[src/rtl/bscan_pkg.sv]
// Package: shared types for the boundary test cell chain.
// Assumes: nothing beyond a single test clock domain.
package bscan_pkg;

    // Direction of the pin path a cell sits on.
    typedef enum logic {
        CELL_IN  = 1'b0,   // pin -> core path
        CELL_OUT = 1'b1    // core -> pin path
    } cell_kind_e;

    // Strobe bundle distributed to every cell.
    typedef struct packed {
        logic capture;     // parallel load of shift stages
        logic shift;       // serial move toward cell 0
        logic update;      // copy shift stage into hold stage
        logic from_pin;    // capture source select
    } scan_ctl_t;

endpackage

[src/rtl/bscan_ctl.sv]
// Module: bscan_ctl
// Registers the mode select and bundles the strobes for the cells.
// Assumes: strobes are synchronous to clk; reset is synchronous, active low.
module bscan_ctl (
    input  logic                  clk,
    input  logic                  rst_n,
    input  logic                  test_mode,
    input  logic                  cap_from_pin,
    input  logic                  capture_en,
    input  logic                  shift_en,
    input  logic                  update_en,
    output logic                  mode_q,
    output bscan_pkg::scan_ctl_t  ctl
);

    // Mode register: reset forces functional pass-through.
    always_ff @(posedge clk) begin
        if (!rst_n) mode_q <= 1'b0;
        else        mode_q <= test_mode;
    end

    // Strobe bundle: capture wins over shift inside each cell.
    always_comb begin
        ctl.capture  = capture_en;
        ctl.shift    = shift_en;
        ctl.update   = update_en;
        ctl.from_pin = cap_from_pin;
    end

endmodule

[src/rtl/bscan_cell.sv]
// Module: bscan_cell
// One test cell: a capture/shift stage, a hold stage and a path mux.
// KIND picks which side of the path counts as the pin side.
// Assumes: func_in comes from the path source (pin for CELL_IN, core for CELL_OUT).
module bscan_cell #(
    parameter bscan_pkg::cell_kind_e KIND = bscan_pkg::CELL_IN
) (
    input  logic                  clk,
    input  logic                  rst_n,
    input  bscan_pkg::scan_ctl_t  ctl,
    input  logic                  mode,
    input  logic                  ser_in,
    input  logic                  func_in,
    output logic                  func_out,
    output logic                  shift_q,
    output logic                  hold_q
);

    logic pin_side;
    logic core_side;
    logic cap_val;

    // Path mux: pass-through or held test value.
    assign func_out = mode ? hold_q : func_in;

    // Side mapping, fixed per cell kind.
    generate
        if (KIND == bscan_pkg::CELL_IN) begin : g_in
            assign pin_side  = func_in;
            assign core_side = func_out;
        end else begin : g_out
            assign pin_side  = func_out;
            assign core_side = func_in;
        end
    endgenerate

    // Capture source select.
    assign cap_val = ctl.from_pin ? pin_side : core_side;

    // Shift stage: capture has priority over shift.
    always_ff @(posedge clk) begin
        if (!rst_n)           shift_q <= 1'b0;
        else if (ctl.capture) shift_q <= cap_val;
        else if (ctl.shift)   shift_q <= ser_in;
    end

    // Hold stage: changes only on update.
    always_ff @(posedge clk) begin
        if (!rst_n)          hold_q <= 1'b0;
        else if (ctl.update) hold_q <= shift_q;
    end

endmodule

[src/rtl/bscan_chain.sv]
// Module: bscan_chain (top)
// Chain of N_CELLS test cells: cells 0..N_IN-1 on input paths,
// cells N_IN..N_CELLS-1 on output paths. scan_in enters the highest cell,
// scan_out leaves from cell 0.
// Assumes: 1 <= N_IN < N_CELLS; strobes come from an external controller.
module bscan_chain #(
    parameter int N_CELLS = 8,
    parameter int N_IN    = 4
) (
    input  logic                      clk,
    input  logic                      rst_n,
    input  logic                      test_mode,
    input  logic                      cap_from_pin,
    input  logic                      capture_en,
    input  logic                      shift_en,
    input  logic                      update_en,
    input  logic                      scan_in,
    output logic                      scan_out,
    input  logic [N_IN-1:0]           pin_in,
    output logic [N_IN-1:0]           core_in,
    input  logic [N_CELLS-N_IN-1:0]   core_out,
    output logic [N_CELLS-N_IN-1:0]   pin_out
);

    localparam int N_OUT = N_CELLS - N_IN;

    logic                  mode_q;
    bscan_pkg::scan_ctl_t  ctl;
    logic [N_CELLS-1:0]    shift_vec;
    logic [N_CELLS-1:0]    hold_vec;
    logic [N_CELLS-1:0]    ser_vec;
    logic [N_CELLS-1:0]    fin_vec;
    logic [N_CELLS-1:0]    fout_vec;

    // Mode register and strobe bundle.
    bscan_ctl u_ctl (
        .clk          (clk),
        .rst_n        (rst_n),
        .test_mode    (test_mode),
        .cap_from_pin (cap_from_pin),
        .capture_en   (capture_en),
        .shift_en     (shift_en),
        .update_en    (update_en),
        .mode_q       (mode_q),
        .ctl          (ctl)
    );

    // Path sources and destinations in cell order.
    assign fin_vec  = {core_out, pin_in};
    assign core_in  = fout_vec[N_IN-1:0];
    assign pin_out  = fout_vec[N_CELLS-1:N_IN];
    assign scan_out = shift_vec[0];

    // Cell array with serial links toward cell 0.
    generate
        for (genvar g = 0; g < N_CELLS; g++) begin : g_cell
            localparam bscan_pkg::cell_kind_e K =
                (g < N_IN) ? bscan_pkg::CELL_IN : bscan_pkg::CELL_OUT;
            if (g == N_CELLS - 1) begin : g_head
                assign ser_vec[g] = scan_in;
            end else begin : g_link
                assign ser_vec[g] = shift_vec[g+1];
            end
            bscan_cell #(.KIND(K)) u_cell (
                .clk      (clk),
                .rst_n    (rst_n),
                .ctl      (ctl),
                .mode     (mode_q),
                .ser_in   (ser_vec[g]),
                .func_in  (fin_vec[g]),
                .func_out (fout_vec[g]),
                .shift_q  (shift_vec[g]),
                .hold_q   (hold_vec[g])
            );
        end
    endgenerate

    // Elaboration guard on the cell split.
    initial begin
        if (N_IN < 1 || N_OUT < 1)
            $error("bscan_chain needs at least one cell of each kind");
    end

endmodule

[config.mk]
export PLATFORM = sky130hd
export DESIGN_NAME = bscan_chain
export DESIGN_NICKNAME = d
export VERILOG_FILES = /design/src/rtl/bscan_pkg.sv /design/src/rtl/bscan_ctl.sv /design/src/rtl/bscan_cell.sv /design/src/rtl/bscan_chain.sv
export SDC_FILE = /design/constraint.sdc
export NUM_CORES = 1
export LEC_CHECK = 0
export ABC_CLOCK_PERIOD_IN_PS = 2250
export BUFFER_PORTS_ARGS = -buffer_cell sky130_fd_sc_hd__buf_2
export CAP_MARGIN = 20
export CELL_PAD_IN_SITES_DETAIL_PLACEMENT = 1
export CELL_PAD_IN_SITES_GLOBAL_PLACEMENT = 1
export CORE_MARGIN = 2
export CORE_UTILIZATION = 42
export CTS_CLUSTER_DIAMETER = 40
export CTS_CLUSTER_SIZE = 14
export DETAILED_ROUTE_END_ITERATION = 12
export PLACE_DENSITY = 0.87
export SYNTH_ARGS = -nofsm -noshare
export SYNTH_HDL_FRONTEND = slang
export SYNTH_HIERARCHICAL = 1
export SYNTH_SLANG_ARGS = --single-unit
[constraint.sdc]
create_clock -name clk -period 2.25 [get_ports clk]
set_input_delay 0 -clock clk [delete_from_list [all_inputs] [get_ports clk]]
set_output_delay 0 -clock clk [all_outputs]
set_load 0.005 [all_outputs]
* Word-level counts from Yosys, hierarchy flattened
Cells that the tools add are included.
** Word-level totals
- Flip-flop bits (word level) :: 17
- Output and inout port bits :: 9
- Logic and storage cells :: 50
** Operators by class
- Muxes and demuxes :: 32
- Reductions and logical operators :: 1
** Operators by type and width (number)
- 2-to-1 mux 1 bit :: 32
- nonzero test 2 bit :: 1

* Longest topological paths before layout
- Depth after elaboration :: 3
- Mapped depth :: 4
- Gate-level depth less buffers :: 3

* Cells and area by module
Netlist, hierarchy kept.
** By module, submodules not included
- bscan_cell at g_cell[0].u_cell ... :: times used 4, cells each 10, area an instance 112.6 um^2, seq. area each 40.0 um^2
- bscan_cell at g_cell[4].u_cell ... :: times used 4, cells each 10, area an instance 110.1 um^2, seq. area each 40.0 um^2
- bscan_ctl :: times used 1, cells each 6, area an instance 56.3 um^2, seq. area each 20.0 um^2

* Worst setup path before layout
Ideal clock, no wire load.
- Kind :: flip-flop to flip-flop
- From :: reg u_ctl.mode_q
- To :: reg g_cell[4].u_cell.shift_q
- Setup time :: 125 ps
- Arrival time :: 915 ps
- Slack :: 1211 ps
- Stages on the path, launching flop included :: 4
- Buffers on the path :: 0
- Period minus slack after synthesis :: 1039 ps
- Path through :: dfxtp_1 nand2_1 mux2i_1 a21oi_1
** Between the ends
- Longest elaborated chain between the ends :: 3
** Ends and longest elaborated chain
- start, declared :: RTL line bscan_ctl.sv:12 : output logic mode_q,
- start signal, assigned :: RTL line bscan_ctl.sv:19 : else mode_q <= test_mode;
- 2-to-1 mux 1 bit :: RTL line bscan_cell.sv:24 : assign func_out = mode ? hold_q : func_in;
- 2-to-1 mux 1 bit :: RTL line bscan_cell.sv:38 : assign cap_val = ctl.from_pin ? pin_side : core_side;
- 2-to-1 mux 1 bit :: RTL line bscan_cell.sv:43 : else if (ctl.capture) shift_q <= cap_val;
- end signal, assigned :: RTL line bscan_cell.sv:43
- end signal, assigned :: RTL line bscan_cell.sv:44 : else if (ctl.shift) shift_q <= ser_in;
- end, declared :: RTL line bscan_cell.sv:15 : output logic shift_q,
Every way passes these cells.
A chain may end at the register's enable or synchronous reset.

* Final worst setup path
- From :: reg u_ctl.mode_q
- To :: out core_in[2]
** Between the ends
- Longest elaborated chain between the ends :: 1
** Ends and longest elaborated chain
- 2-to-1 mux 1 bit :: RTL line bscan_cell.sv:24
- end, declared :: RTL line bscan_chain.sv:20 : output logic [N_IN-1:0] core_in,
Every way passes these cells.

==> results.md <==
* Run status: finished, final reports clean
* Num CTS Buffers at 3
* Synthesized area at 947 µm²
* CP max stage delay at 0.74 ns
* Slew Limit Fails at 0
* First-pass GRT wire length at 3420 µm
* PwrDens at 566 nW/µm²
* Syn_area_per_cell at between 10 and 15 µm²
* Max_slew headroom at 0.580
* Critical Path Slowest Stage Cell: dfxtp_1
* Core footprint at ~2200 µm²
* Die X at 51.5 µm
* Initial antenna violation count at 0
* # rows at 17
* RSZ-0062 raised after global routing: false
* Top Ports at 25
* Post-synth EDFFs at 0
* Cell with the most instances after synthesis: dfxtp_1
* CP delay by family, top: flip-flops
* Clock share of power at 0.265
* Reg2Reg Setup Slack at around 0.96 ns
* Clock sinks at 17
* Sw frac at 0.270
* DRT iter0 DRCs at 4
* H-tree depth at 1
* Fin. Hold Viols at 0
* Max-cap violations at 0
* Ys async rst share at 0
* Endpoints failing setup at 0
* CTS tree: done
* Measured slew at the worst slew-check pin at 0.629 ns
* Critical-path maximum fanout at 16
* Fmax at 0.645 GHz
* Detailed Routing Iterations Pass 1 at 3
* Comb pwr share at 0.197
* Port Buffers at 24
* Die ar. at ~2700 µm²
* DRT antenna net count at 0
* Critical Path AT at 1.55 ns
* Root buffer cell: clkbuf_4
* Startpoint Class: flip-flop
* Final worst-path cycle share at 0.689
* Syn-to-layout area delta at 17.0%
* Starting Density at 0.437
* Setup Total Neg Slack at 0 ns
* Global placement routability congestion at 0.688
* Post-route minimum period at 1.55 ns
* P_int at between 400 and 500 µW
* Worst-skew pair later-pin latency at 0.29 ns
* Largest net degree at the start of global routing at 18
* Global route overflow at 0
* Synth warnings at 6
* Biggest area consumer among synthesized cells: dfxtp_1
* Mean number of vias per cell at 5.27
* Worst vdd ir at around 320 µV
* Post-DP HPWL at approximately 1400 µm
* Number of diodes at 0
* CP cell instances: mux2_1 -> buf_2
* Flop pwr share at 0.539
* Die height at 51.5 µm
* Leak pwr at 0.000532 µW
* Setup crit end kind: output pin
* Seq/Total Area, Yosys at 0.359
* WP buf/inv at 1
* Crit path required time at 2.25 ns
* Post-synth top area share at 0.359
* Most instantiated cells after synthesis: dfxtp_1 (17), mux2i_1 (16)
* Cells after Synth at 86
* Share of layout cells above drive strength 1 at 0.387
* Most used DFF post-synth: dfxtp_1
* Post-route clock skew at between 0.004 and 0.005 ns
* Layout Nets at 128
* Net Count, Synth at 102
* Final hold slack at around 0.014 ns
* DRC viols at 0
* Crit Path Class: flip-flop to output pin
* Total GRT Usage at 0.176
* Clock Path Buffers at 2
* Distinct cells, synth at 11
* CTS resizes at 0
* Vias in the first global route at between 700 and 800
* Synth top area cells: dfxtp_1 (36%), mux2i_1 (17%), mux2_4 (13%)
* Hold Crit Class: primary input to flip-flop
* Synth Register Bits at 17
* DR WL/cell at about 14 µm
* Via Count at 732
* Drt total wl at ~2000 µm
* Clk slew on worst S/H paths at 0.10 ns
* Sw power at 169 µW
## through the flow
stage	setup slack [ns]	util	cells	total power [µW]	instance area (µm²)
4_1_cts	0.676	0.511	139	635	1110
5_1_grt	0.584	0.511	139	664	1110
6_report	0.699	0.511	139	628	1110
3_3_place_gp	1.02	0.494	134	463	1070
2_1_floorplan	1.21	-	86	427	947
3_5_place_dp	0.969	0.494	134	468	1070
## layout by cell type (no fill, tap or decap), drive strengths merged
| cell type | synthesis | layout |
|---|---|---|
| a21oi | 8 | 8 |
| and2 | 1 | 1 |
| buf | 4 | 24 |
| clkbuf | 0 | 4 |
| dfxtp | 17 | 17 |
| dlygate4sd3 | 0 | 1 |
| mux2 | 16 | 16 |
| mux2i | 16 | 16 |
| nand2 | 4 | 4 |
| nand2b | 4 | 4 |
| nor2b | 8 | 8 |
| o21ai | 8 | 8 |
## state kept, by name (all words and copies together) (netlist names)
| register | flops |
|---|---|
| u_ctl/mode_q | 1 |
| g_cell.u_cell/hold_q | 8 |
| g_cell.u_cell/shift_q | 8 |
## worst paths after layout
path                                                end  depth (start not counted)                            startpoint
setup / recovery                             core_in[2]                          2               u_ctl/mode_q$_SDFF_PN0_
hold / removal    g_cell[0].u_cell/shift_q$_SDFFE_PN0P_                          3                             pin_in[0]
setup reg to reg  g_cell[6].u_cell/shift_q$_SDFFE_PN0P_                          3               u_ctl/mode_q$_SDFF_PN0_
hold reg to reg    g_cell[3].u_cell/hold_q$_SDFFE_PN0P_                          2  g_cell[3].u_cell/hold_q$_SDFFE_PN0P_
## worst register-to-register path: stages (launching register included)
cell and delay, ns:
dfxtp_1 0.74, nand2_1 0.15, mux2i_1 0.20, a21oi_1 0.09
## final cells by class
| cell class | instances | area [µm²] |
|---|---|---|
| Sequential cell | 17 | 340 |
| Tap cell | 28 | 35.0 |
| Fill cell | 268 | 1060 |
| Clock buffer | 4 | 26.3 |
| Timing Repair Buffer | 25 | 130 |
| Multi-Input combinational cell | 65 | 577 |
## cell families (layout without fill, tap and decap cells)
kind of cell	Yosys count	after routing	synth area share
muxes	32	32	0.391
buffers and inverters	4	29	0.0317
and+or+nand+nor	17	17	0.102
DFF	17	17	0.359
AOI/OAI and AO/OA	16	16	0.116
## layer usage
layer  share of wire  vias up  global-route usage
met1            0.43      354               0.213
met4           0.015        0              0.0789
met5               0        -                   0
li1                -      358                   -
met2            0.51       16               0.308
met3           0.037        4              0.0259
## power by group through the flow
| stage | Sequential (µW) | Clock [µW] | Combinational, µW |
|---|---|---|---|
| global placement | 344 | 0 | 119 |
| floorplan | 339 | 0 | 88.1 |
| finish | 338 | 166 | 123 |
| global route | 342 | 185 | 137 |
| CTS | 338 | 171 | 125 |
| detailed placement | 345 | 0 | 123 |
## repair_timing
item	4_1_cts	5_1_grt
setup buffers	0	0
hold buffers	1	0
hold endpoints to repair	1	0
Note: power is estimated with default switching activity, not from simulation.
